==> src/rtl/idrom_pkg.sv <==
package idrom_pkg;

  localparam logic [1:0] SEL_ADDR = 2'd0;
  localparam logic [1:0] SEL_DATA = 2'd1;
  localparam logic [1:0] SEL_STAT = 2'd2;
  localparam logic [1:0] SEL_NONE = 2'd3;

  typedef enum logic [1:0] {
    BYTE_DEVW = 2'd0,
    BYTE_WORD = 2'd1,
    BYTE_DEVR = 2'd2,
    BYTE_DATA = 2'd3
  } byteKind_e;

  typedef enum logic [1:0] {
    PH_IDLE  = 2'd0,
    PH_START = 2'd1,
    PH_BITS  = 2'd2,
    PH_STOP  = 2'd3
  } phase_e;

  typedef struct packed {
    logic      wrAddr;
    logic      wrData;
    logic      clrErr;
    logic      setErr;
    logic      loadShift;
    byteKind_e byteSel;
    logic      shiftOut;
    logic      shiftIn;
    logic      storeRx;
    logic      sclLow;
    logic      sclRel;
    logic      sdaLow;
    logic      sdaRel;
    logic      sdaFromShift;
    logic      done;
    logic      run;
  } ctlStrobe_t;

endpackage

==> src/rtl/idrom_datapath.sv <==
module idrom_datapath
  import idrom_pkg::*;
#(
  parameter logic [6:0] DEV_ADDR = 7'h50,
  parameter int         SCL_DIV  = 125
) (
  input  logic        clk,
  input  logic        rstN,
  input  ctlStrobe_t  ctl,
  input  logic        busyIn,
  input  logic [1:0]  busSel,
  input  logic [31:0] busWrData,
  output logic [31:0] busRdData,
  input  logic        sclIn,
  input  logic        sdaIn,
  output logic        sclOe,
  output logic        sdaOe,
  output logic        tick,
  output logic        sclBit,
  output logic        sdaBit,
  output logic        dirWrite,
  output logic        irq
);

  localparam int DIV_W = (SCL_DIV > 1) ? $clog2(SCL_DIV) : 1;
  localparam logic [DIV_W-1:0] DIV_LAST = DIV_W'(SCL_DIV - 1);

  logic [DIV_W-1:0] divCnt;
  logic [1:0]       sclSync;
  logic [1:0]       sdaSync;
  logic [31:0]      addrReg;
  logic [31:0]      dataReg;
  logic             errReg;
  logic [7:0]       txShift;
  logic [7:0]       rxShift;
  logic [7:0]       loadByte;

  // quarter-bit tick generator, idle-reset so the first tick is SCL_DIV away
  always_ff @(posedge clk) begin
    if (!rstN || !ctl.run) divCnt <= '0;
    else if (divCnt == DIV_LAST) divCnt <= '0;
    else divCnt <= divCnt + 1'b1;
  end
  assign tick = ctl.run && (divCnt == DIV_LAST);

  // line synchronizers, idle level high
  always_ff @(posedge clk) begin
    if (!rstN) begin
      sclSync <= 2'b11;
      sdaSync <= 2'b11;
    end else begin
      sclSync <= {sclSync[0], sclIn};
      sdaSync <= {sdaSync[0], sdaIn};
    end
  end
  assign sclBit = sclSync[1];
  assign sdaBit = sdaSync[1];

  always_comb begin
    unique case (ctl.byteSel)
      BYTE_DEVW: loadByte = {DEV_ADDR, 1'b0};
      BYTE_DEVR: loadByte = {DEV_ADDR, 1'b1};
      BYTE_WORD: loadByte = addrReg[7:0];
      default:   loadByte = dataReg[7:0];
    endcase
  end

  // host-visible registers
  always_ff @(posedge clk) begin
    if (!rstN) begin
      addrReg <= '0;
      dataReg <= '0;
      errReg  <= 1'b0;
    end else begin
      if (ctl.wrAddr) addrReg <= busWrData;
      if (ctl.wrData) dataReg <= busWrData;
      else if (ctl.storeRx) dataReg <= {24'b0, rxShift};
      if (ctl.setErr) errReg <= 1'b1;
      else if (ctl.clrErr) errReg <= 1'b0;
    end
  end
  assign dirWrite = addrReg[31];

  // shift registers
  always_ff @(posedge clk) begin
    if (!rstN) begin
      txShift <= '0;
      rxShift <= '0;
    end else begin
      if (ctl.loadShift) txShift <= loadByte;
      else if (ctl.shiftOut) txShift <= {txShift[6:0], 1'b0};
      if (ctl.shiftIn) rxShift <= {rxShift[6:0], sdaBit};
    end
  end

  // open-drain enables and completion pulse
  always_ff @(posedge clk) begin
    if (!rstN) begin
      sclOe <= 1'b0;
      sdaOe <= 1'b0;
      irq   <= 1'b0;
    end else begin
      if (ctl.sclLow) sclOe <= 1'b1;
      else if (ctl.sclRel) sclOe <= 1'b0;
      if (ctl.sdaLow) sdaOe <= 1'b1;
      else if (ctl.sdaRel) sdaOe <= 1'b0;
      else if (ctl.sdaFromShift) sdaOe <= ~txShift[7];
      irq <= ctl.done;
    end
  end

  always_comb begin
    unique case (busSel)
      SEL_ADDR: busRdData = addrReg;
      SEL_DATA: busRdData = dataReg;
      SEL_STAT: busRdData = {30'b0, errReg, busyIn};
      default:  busRdData = '0;
    endcase
  end

  assert_idle_released_R10 : assert property (@(posedge clk) disable iff (!rstN)
    !busyIn |-> (!sclOe && !sdaOe));

  assert_sda_under_low_scl_R10 : assert property (@(posedge clk) disable iff (!rstN)
    ctl.sdaFromShift |-> sclOe);

  assert_irq_pulse_R9 : assert property (@(posedge clk) disable iff (!rstN)
    irq |=> !irq);

  assert_irq_idle_R9 : assert property (@(posedge clk) disable iff (!rstN)
    irq |-> !busyIn);

  assert_err_sticky_R8 : assert property (@(posedge clk) disable iff (!rstN)
    (errReg && !ctl.clrErr) |=> errReg);

  assert_addr_frozen_R6 : assert property (@(posedge clk) disable iff (!rstN)
    busyIn |=> $stable(addrReg));

endmodule

==> src/rtl/idrom_control.sv <==
module idrom_control
  import idrom_pkg::*;
(
  input  logic       clk,
  input  logic       rstN,
  input  logic       busWr,
  input  logic [1:0] busSel,
  input  logic       wrDirBit,
  input  logic       wrClrBit,
  input  logic       dirWrite,
  input  logic       tick,
  input  logic       sclBit,
  input  logic       sdaBit,
  output ctlStrobe_t ctl,
  output logic       busy
);

  phase_e     phase;
  logic [1:0] q;
  logic [3:0] bitIdx;
  logic [1:0] byteIdx;
  logic       opRead;
  logic       abortReq;
  logic       isRx;
  logic       lastByte;
  logic       toRestart;
  logic [1:0] nextIdx;

  function automatic byteKind_e kindOf(input logic rd, input logic [1:0] idx);
    unique case (idx)
      2'd0:    kindOf = BYTE_DEVW;
      2'd1:    kindOf = BYTE_WORD;
      2'd2:    kindOf = rd ? BYTE_DEVR : BYTE_DATA;
      default: kindOf = BYTE_DATA;
    endcase
  endfunction

  assign busy      = (phase != PH_IDLE);
  assign isRx      = opRead && (byteIdx == 2'd3);
  assign lastByte  = opRead ? (byteIdx == 2'd3) : (byteIdx == 2'd2);
  assign toRestart = opRead && (byteIdx == 2'd1);
  assign nextIdx   = 2'(byteIdx + 2'd1);

  always_comb begin
    ctl         = '0;
    ctl.byteSel = BYTE_DEVW;
    ctl.run     = busy;
    if (!busy && busWr) begin
      unique case (busSel)
        SEL_ADDR: ctl.wrAddr = 1'b1;
        SEL_DATA: ctl.wrData = 1'b1;
        SEL_STAT: ctl.clrErr = wrClrBit;
        default:  ;
      endcase
    end
    if (tick) begin
      unique case (phase)
        PH_START: begin
          unique case (q)
            2'd0: ctl.sdaRel = 1'b1;
            2'd1: ctl.sclRel = 1'b1;
            2'd2: ctl.sdaLow = 1'b1;
            default: begin
              ctl.sclLow    = 1'b1;
              ctl.loadShift = 1'b1;
              ctl.byteSel   = kindOf(opRead, byteIdx);
            end
          endcase
        end
        PH_BITS: begin
          unique case (q)
            2'd0: begin
              if (isRx || bitIdx == 4'd8) ctl.sdaRel = 1'b1;
              else ctl.sdaFromShift = 1'b1;
            end
            2'd1: ctl.sclRel = 1'b1;
            2'd2: begin
              if (sclBit) begin
                if (isRx && bitIdx != 4'd8) ctl.shiftIn = 1'b1;
                if (!isRx && bitIdx == 4'd8 && sdaBit) ctl.setErr = 1'b1;
              end
            end
            default: begin
              ctl.sclLow = 1'b1;
              if (bitIdx != 4'd8) ctl.shiftOut = 1'b1;
              else begin
                if (isRx) ctl.storeRx = 1'b1;
                if (!abortReq && !lastByte && !toRestart) begin
                  ctl.loadShift = 1'b1;
                  ctl.byteSel   = kindOf(opRead, nextIdx);
                end
              end
            end
          endcase
        end
        PH_STOP: begin
          unique case (q)
            2'd0: ctl.sdaLow = 1'b1;
            2'd1: ctl.sclRel = 1'b1;
            2'd2: ctl.sdaRel = 1'b1;
            default: ctl.done = 1'b1;
          endcase
        end
        default: ;
      endcase
    end
  end

  always_ff @(posedge clk) begin
    if (!rstN) begin
      phase    <= PH_IDLE;
      q        <= '0;
      bitIdx   <= '0;
      byteIdx  <= '0;
      opRead   <= 1'b0;
      abortReq <= 1'b0;
    end else if (phase == PH_IDLE) begin
      if (busWr && ((busSel == SEL_ADDR && !wrDirBit) || (busSel == SEL_DATA && dirWrite))) begin
        phase    <= PH_START;
        q        <= '0;
        bitIdx   <= '0;
        byteIdx  <= '0;
        opRead   <= (busSel == SEL_ADDR);
        abortReq <= 1'b0;
      end
    end else if (tick) begin
      unique case (phase)
        PH_START: begin
          q <= 2'(q + 2'd1);
          if (q == 2'd3) begin
            phase  <= PH_BITS;
            bitIdx <= '0;
          end
        end
        PH_BITS: begin
          if (q == 2'd2) begin
            if (sclBit) begin
              q        <= 2'd3;
              abortReq <= abortReq | ctl.setErr;
            end
          end else if (q == 2'd3) begin
            q <= 2'd0;
            if (bitIdx != 4'd8) bitIdx <= bitIdx + 4'd1;
            else if (abortReq || lastByte) phase <= PH_STOP;
            else if (toRestart) begin
              byteIdx <= nextIdx;
              phase   <= PH_START;
            end else begin
              byteIdx <= nextIdx;
              bitIdx  <= '0;
            end
          end else begin
            q <= 2'(q + 2'd1);
          end
        end
        default: begin
          q <= 2'(q + 2'd1);
          if (q == 2'd3) phase <= PH_IDLE;
        end
      endcase
    end
  end

  assert_stretch_hold_R11 : assert property (@(posedge clk) disable iff (!rstN)
    (phase == PH_BITS && q == 2'd2 && tick && !sclBit) |=> (phase == PH_BITS && q == 2'd2));

  assert_done_idle_R5 : assert property (@(posedge clk) disable iff (!rstN)
    ctl.done |=> !busy);

  assert_one_line_op_R10 : assert property (@(posedge clk) disable iff (!rstN)
    $countones({ctl.sdaLow, ctl.sdaRel, ctl.sdaFromShift}) <= 1);

endmodule

==> src/rtl/idrom_access.sv <==
module idrom_access
  import idrom_pkg::*;
#(
  parameter logic [6:0] DEV_ADDR = 7'h50,
  parameter int         SCL_DIV  = 125
) (
  input  logic        clk,
  input  logic        rstN,
  input  logic        busWr,
  input  logic [1:0]  busSel,
  input  logic [31:0] busWrData,
  output logic [31:0] busRdData,
  input  logic        sclIn,
  input  logic        sdaIn,
  output logic        sclOe,
  output logic        sdaOe,
  output logic        irq
);

  ctlStrobe_t ctl;
  logic busy;
  logic tick;
  logic sclBit;
  logic sdaBit;
  logic dirWrite;

  idrom_control uCtl (
    .clk      (clk),
    .rstN     (rstN),
    .busWr    (busWr),
    .busSel   (busSel),
    .wrDirBit (busWrData[31]),
    .wrClrBit (busWrData[1]),
    .dirWrite (dirWrite),
    .tick     (tick),
    .sclBit   (sclBit),
    .sdaBit   (sdaBit),
    .ctl      (ctl),
    .busy     (busy)
  );

  idrom_datapath #(
    .DEV_ADDR (DEV_ADDR),
    .SCL_DIV  (SCL_DIV)
  ) uDp (
    .clk       (clk),
    .rstN      (rstN),
    .ctl       (ctl),
    .busyIn    (busy),
    .busSel    (busSel),
    .busWrData (busWrData),
    .busRdData (busRdData),
    .sclIn     (sclIn),
    .sdaIn     (sdaIn),
    .sclOe     (sclOe),
    .sdaOe     (sdaOe),
    .tick      (tick),
    .sclBit    (sclBit),
    .sdaBit    (sdaBit),
    .dirWrite  (dirWrite),
    .irq       (irq)
  );

endmodule

==> config.mk <==
export PLATFORM = sky130hd
export DESIGN_NAME = idrom_access
export DESIGN_NICKNAME = d
export VERILOG_FILES = /design/src/rtl/idrom_pkg.sv /design/src/rtl/idrom_datapath.sv /design/src/rtl/idrom_control.sv /design/src/rtl/idrom_access.sv
export SDC_FILE = /design/constraint.sdc
export NUM_CORES = 1
export LEC_CHECK = 0
export ABC_AREA = 1
export ABC_CLOCK_PERIOD_IN_PS = 2700
export BUFFER_PORTS_ARGS = -buffer_cell sky130_fd_sc_hd__buf_2
export CORE_UTILIZATION = 60
export CTS_CLUSTER_SIZE = 24
export DETAILED_ROUTE_END_ITERATION = 10
export GPL_ROUTABILITY_DRIVEN = 1
export PLACE_DENSITY = 0.83
export SLEW_MARGIN = 10
export SYNTH_ARGS = -nofsm -noshare
export SYNTH_HDL_FRONTEND = slang
export SYNTH_SLANG_ARGS = --single-unit
==> constraint.sdc <==
create_clock -name clk -period 2.7 [get_ports clk]
set_input_delay 0.27 -clock clk [delete_from_list [all_inputs] [get_ports clk]]
set_output_delay 0.27 -clock clk [all_outputs]
set_load 0.02 [all_outputs]
**After elaboration in Yosys (flattened, before gate mapping)**

Index checks and enable logic that the tools add are counted.
Widths: inputs -> output; s select.

- $mul: 0
- Divide/modulo/power cells: 0
- Shift operators: 0
- Multiplexer cells: 93
- Reduce and logical (&&, ||, !) cells: 51
- $add $sub $neg: 4
- Bitwise gates (word level): 2
- Eq/ne operators: 30
- Magnitude comparators: 0

Operators with widths:

| cell | count |
|---|---|
| $pmux 32 s3 | 1 |
| $mux 32 | 2 |
| $mux 2 | 26 |
| $mux 4 | 10 |
| $mux 1 | 37 |
| $pmux 8 s3 | 1 |
| $reduce_bool 2->1 | 10 |
| $eq 2x2->1 const B | 9 |
| $mux 8 | 2 |
| $mux 3 | 5 |
| $mux 13 | 1 |
| $eq 2x1->1 const B | 6 |
| $logic_and 1x1->1 | 12 |
| $logic_not 2->1 | 6 |
| $pmux 2 s3 | 2 |
| $ne 4x2->1 const B | 2 |
| $ne 4x4->1 const B | 2 |
| $pmux 4 s2 | 1 |
| $reduce_and 8->1 | 1 |
| $add 7x1->7 const B | 1 |
| $eq 7x7->1 const B | 1 |
| $logic_not 1->1 | 7 |
| $reduce_and 7->1 | 1 |
| $ne 3x1->1 const B | 2 |
| 22 further kinds | 32 |

- Output and inout bits: 35
- Memories: 0
- RAM bits: 0
- Latch bits: 0
- Input bits: 39
- ROM bits: 0
- Flip-flop bits (word level): 107

**Logic depth before layout (Yosys ltp)**

- Depth in word-level cells: 16
- Mapped depth: 13
- Depth with buffers taken out: 12

**By module**

Synthesis repeated with hierarchy kept, for this count alone.

- Cells, all modules: 721
- Area total of the unflattened synthesis: 5370.2 sq um

By module, submodules not included:

| module | cells an instance | times used | seq. area each (sq um) | area an instance (sq um) |
|---|---|---|---|---|
| idrom_datapath | 523 | 1 | 1901.8 | 4075.2 |
| idrom_control | 198 | 1 | 240.2 | 1295.0 |

**Worst setup path after synthesis**

Ideal clock, no wire load.

- Path type: register -> register
- From: register uCtl.phase[0]
- To: register uCtl.bitIdx[3]
- Buffers on the path: 0
- Data required time: 2.583 ns
- Period minus slack after synthesis: 1.698 ns
- Cell stages (with the launch flop): 10
- Path slack: 1.002 ns
- Setup time: 0.117 ns
- Arrival: 1.581 ns
- Cell sequence: dfxtp_1 -> inv_1 -> ha_1 -> or2_2 -> o21ai_1 -> a21oi_4 -> nand2_4 -> nor2_4 -> xnor2_1 -> nor2_2

- Cells in the longest elaborated chain, start to end: 4
- Elaborated cells between the ends (all ways): 17

RTL lines:

| item | line | RTL |
|---|---|---|
| start: declaration | idrom_control.sv:18 | `phase_e phase;` |
| start signal: assignment | idrom_control.sv:111 | `phase <= PH_IDLE;` |
| start signal: assignment | idrom_control.sv:119 | `phase <= PH_START;` |
| start signal: assignment | idrom_control.sv:131 | `phase <= PH_BITS;` |
| $eq 2x2->1, or another cell as far along | idrom_control.sv:127 | `unique case (phase)` |
| $pmux 4 s2 / $logic_and 1x1->1 (equally long branches) | idrom_control.sv:127, idrom_datapath.sv:44 |  |
| $mux 4 / $reduce_bool 2->1 (equally long branches) | n/a |  |
| $mux 4 / $reduce_and 8->1 (equally long branches) | n/a |  |
| end signal: assignment | idrom_control.sv:143 | `if (bitIdx != 4'd8) bitIdx <= bitIdx + 4'd1;` |
| end: declaration | idrom_control.sv:20 | `logic [3:0] bitIdx;` |

Several ways; a longest one is shown, not always the timed one. The select of a mux whose other input is x is not followed.
A chain may end at the register's enable or synchronous reset.

**Final worst setup path**

- From: register uCtl.phase[0]
- To: register uDp.dataReg[9]

- Cells in the longest elaborated chain, start to end: 5
- Elaborated cells between the ends (all ways): 10

RTL lines:

| item | line | RTL |
|---|---|---|
| $reduce_bool 2->1 | idrom_control.sv:38 | `assign busy = (phase != PH_IDLE);` |
| $logic_not 1->1 | idrom_control.sv:48 | `if (!busy && busWr) begin` |
| $logic_and 1x1->1 | idrom_control.sv:48 |  |
| $mux 3 | idrom_control.sv:48 |  |
| $mux 32 / $reduce_bool 2->1 (equally long branches) | n/a |  |
| end signal: assignment | idrom_datapath.sv:76 | `if (ctl.wrData) dataReg <= busWrData;` |
| end signal: assignment | idrom_datapath.sv:77 | `else if (ctl.storeRx) dataReg <= {24'b0, rxShift};` |
| end: declaration | idrom_datapath.sv:32 | `logic [31:0] dataReg;` |

Several ways; a longest one is shown, not always the timed one.

==> flow_metrics.py <==
metrics = {
    "setup_path": {
        "critical_path_arrival_ps": 2610,
        "cpMostUsedCell": "nand2_1",
        "r2r_start": "uCtl.phase[0]",
        "crit_required_ps": 2930,
        "crit_path_end_kind": "flip-flop",
        "r2r_setup_slack_ps": 320,
        "worst-r2r-cell-count": 9,
        "start_kind": "flip-flop",
        "cp_top_family": "simple AND/OR/NAND/NOR gates",
        "path_class": "flip-flop to flip-flop",
        "slowest_delay_ps": 340,
        "critPathBufInv": 3,
        "timing.rr.end": "uDp.dataReg[9]",
        "path_cells": "inv_1 > ha_1 > nand2_1 > inv_2 > nand2_1 > nand2_2 > inv_2 > nand2_1 > a21oi_1",
        "crit_fanout": 24,
        "worst_path_max_delay_cell": "dfxtp_1",
    },
    "job": {
        "drv_cap": 0,
    },
    "finish": {
        "nets": 822,
        "drive_above_1_share_pct": 18.2,
        "final_common_cell": "nand2_1",
        "final_cell_mix": "nand2_1, dfxtp_1, nor2_1",
        "area.growth.synth_to_final_pct": 10.6,
        "fin_cells": 874,
        "final_cell_area_um2": 5660,
        "antenna_cells": 0,
    },
    "synth": {
        "ys_seq_area_share_pct": 41.8,
        "async_flop_share_pct": 0,
        "synth.area.mux_share_pct": 0,
        "ys_types": 38,
        "synth_compound_area_share_pct": 16.0,
        "synthFlopType": "dfxtp_1",
        "synth_nets": 766,
        "synth_cells": 709,
        "synthXorXnorAreaFrac_pct": 1.03,
        "synth_enable_flop_cells": 0,
        "netlist_area_um2": 5120,
        "synth-simple-area-share_pct": 29.7,
        "postSynthAreaPerCell_um2": 7.22,
        "synth_warnings": 0,
        "synth_top_family_by_area": "simple AND/OR/NAND/NOR gates",
        "synthAdderAreaFrac_pct": 4.40,
        "synth_seq_cells": 107,
    },
    "detailed_routing": {
        "num_vias": 4822,
        "drt-initial-drc-count": 339,
        "drc": 0,
        "drtPass1Iterations": 4,
        "post_drt_wl_per_cell_um": 14.1,
        "ant_nets": 0,
        "finalWirelength_mm": 12.3,
        "viasPerCell": 5.52,
    },
    "timing": {
        "setup_tns_ps": 0,
        "period_share_pct": 88.2,
        "drv_slew": 0,
        "period_needed_ps": 2380,
        "rsz0062_at_grt": "no",
        "clock.fmax_ghz": 0.420,
        "tightestPinTransition_ps": 867,
        "setup_viol": 0,
        "clock_skew_ps": 16.3,
        "finalHoldViolCount": 0,
        "slew_headroom_pct": 41.8,
    },
    "clock_tree": {
        "clk_pin_slew_ps": 100,
        "cts_resized": 0,
        "cts_buffers": 9,
        "cts_tree": "yes",
        "postCtsSetupRepairBufs": 0,
        "ctsLongestPathBuffers": 2,
        "cts_hold_buf": 0,
        "clockRootBuffer": "clkbuf_8",
        "htreeDepth": 3,
        "clock_latency_ps": 380,
        "clock-sinks": 107,
    },
    "global_route": {
        "grt_use_total_pct": 29.2,
        "grt_max_degree": 63,
        "overflow": 0,
        "grt_pass1_wl_mm": 20.6,
        "antenna_found_initial": 0,
        "grt_pass1_vias": 4567,
    },
    "power": {
        "peakVddDrop_uv": 396,
        "leakagePower_nw": 2.42,
        "cellPowerDensity_nw_per_um2": 509,
    },
    "place": {
        "hpwlAfterDp_mm": 8.67,
        "gp_congestion": 0.900,
        "place_area_um2": 5490,
        "place_inst": 859,
        "numPortBuffers": 73,
    },
    "min_path": {
        "hold_depth": 2,
        "hold_class": "input port to flip-flop",
        "hold_end": "uDp.sclSync[0]",
        "hp-start": "sclIn",
    },
    "floorplan": {
        "dieWidth_um": 94.4,
        "dieArea_um2": 8900,
        "rows": 33,
        "start_util_pct": 62.3,
        "die_h_um": 94.4,
        "num_io_pins": 74,
        "coreArea_um2": 8220,
    },
    "status": {
        "status": "finished clean",
    },
}
## worst max-delay path by stage
stage             startpoint         endpoint  slack [ps]  cells past startpoint
4_1_cts        uCtl.phase[0]   uDp.dataReg[9]         330                      9
3_3_place_gp   uCtl.phase[0]  uDp.dataReg[13]         500                      9
2_1_floorplan  uCtl.phase[0]   uCtl.bitIdx[3]        1000                      9
3_5_place_dp   uCtl.phase[0]  uDp.dataReg[11]         360                      9
5_1_grt        uCtl.phase[0]  uDp.dataReg[29]          30                      9
6_report       uCtl.phase[0]   uDp.dataReg[9]         320                      9
## per-layer routing
layer	GRT usage, %	up-vias	part of all wire (%)
met5	0	-	0
met4	12.3	0	2.2
met3	4.67	24	5.8
met2	49.9	149	48
met1	36.4	2209	44
li1	-	2440	-
## cells by family after synthesis
logic type	count (synthesis)
XOR/XNOR	6
AO/OA/AOI/OAI	151
adder cells (fa/ha/maj)	18
AND/OR/NAND/NOR	347
buffers and inverters	80
flip-flops	107
## layout make-up
type                       count  area [µm²]
multi-input combinational    522        2620
inverter                      44         168
sequential                   107        2140
tap                          105         131
timing repair buffer          81         425
fill                         714        2550
clock buffer                   9         124
clock inverter                 6        51.3
## cell usage after synthesis, types with 5 or more instances
master	n	area [µm²]
a31oi_1	8	50.1
or2_2	8	50.1
nor2_1	95	357
ha_1	18	225
nand2_1	154	578
nand2_2	8	50.1
a21oi_1	55	275
o21ai_0	64	320
nand4_1	13	81.3
nand3_1	51	255
dfxtp_1	107	2140
o21ai_1	10	50.1
inv_1	29	109
inv_2	12	45.0
clkbuf_1	18	67.6
buf_2	5	25.0
## metrics by stage
step	total power, mW	util (%)	hold slack [ps]	setup slack, ps
6_report	2.88	68.9	72.8	320
5_1_grt	3.00	68.9	73.2	28.3
4_1_cts	2.89	68.9	73.1	325
3_5_place_dp	2.00	66.8	400	355
3_3_place_gp	1.99	66.8	397	496
2_1_floorplan	1.90	-	377	1000
## sequential cells by signal, indices dropped and copies added, names as in the netlist, 2 cells and up
name          count
uDp.txShift       8
uDp.sdaSync       2
uDp.addrReg      32
uCtl.phase        2
uCtl.q            2
uDp.divCnt        7
uDp.sclSync       2
uCtl.bitIdx       4
uDp.dataReg      32
uCtl.byteIdx      2
uDp.rxShift       8
## power by group
| group | internal (mW) | leakage [nW] | total, mW | switching, mW |
|---|---|---|---|---|
| Sequential | 1.63 | 0.869 | 1.66 | 0.0332 |
| Clock | 0.340 | 0.0794 | 0.914 | 0.574 |
| Combinational | 0.100 | 1.47 | 0.306 | 0.206 |
| Total | 2.07 | 2.42 | 2.88 | 0.812 |
No activity file was read; power rests on OpenSTA's default activity.
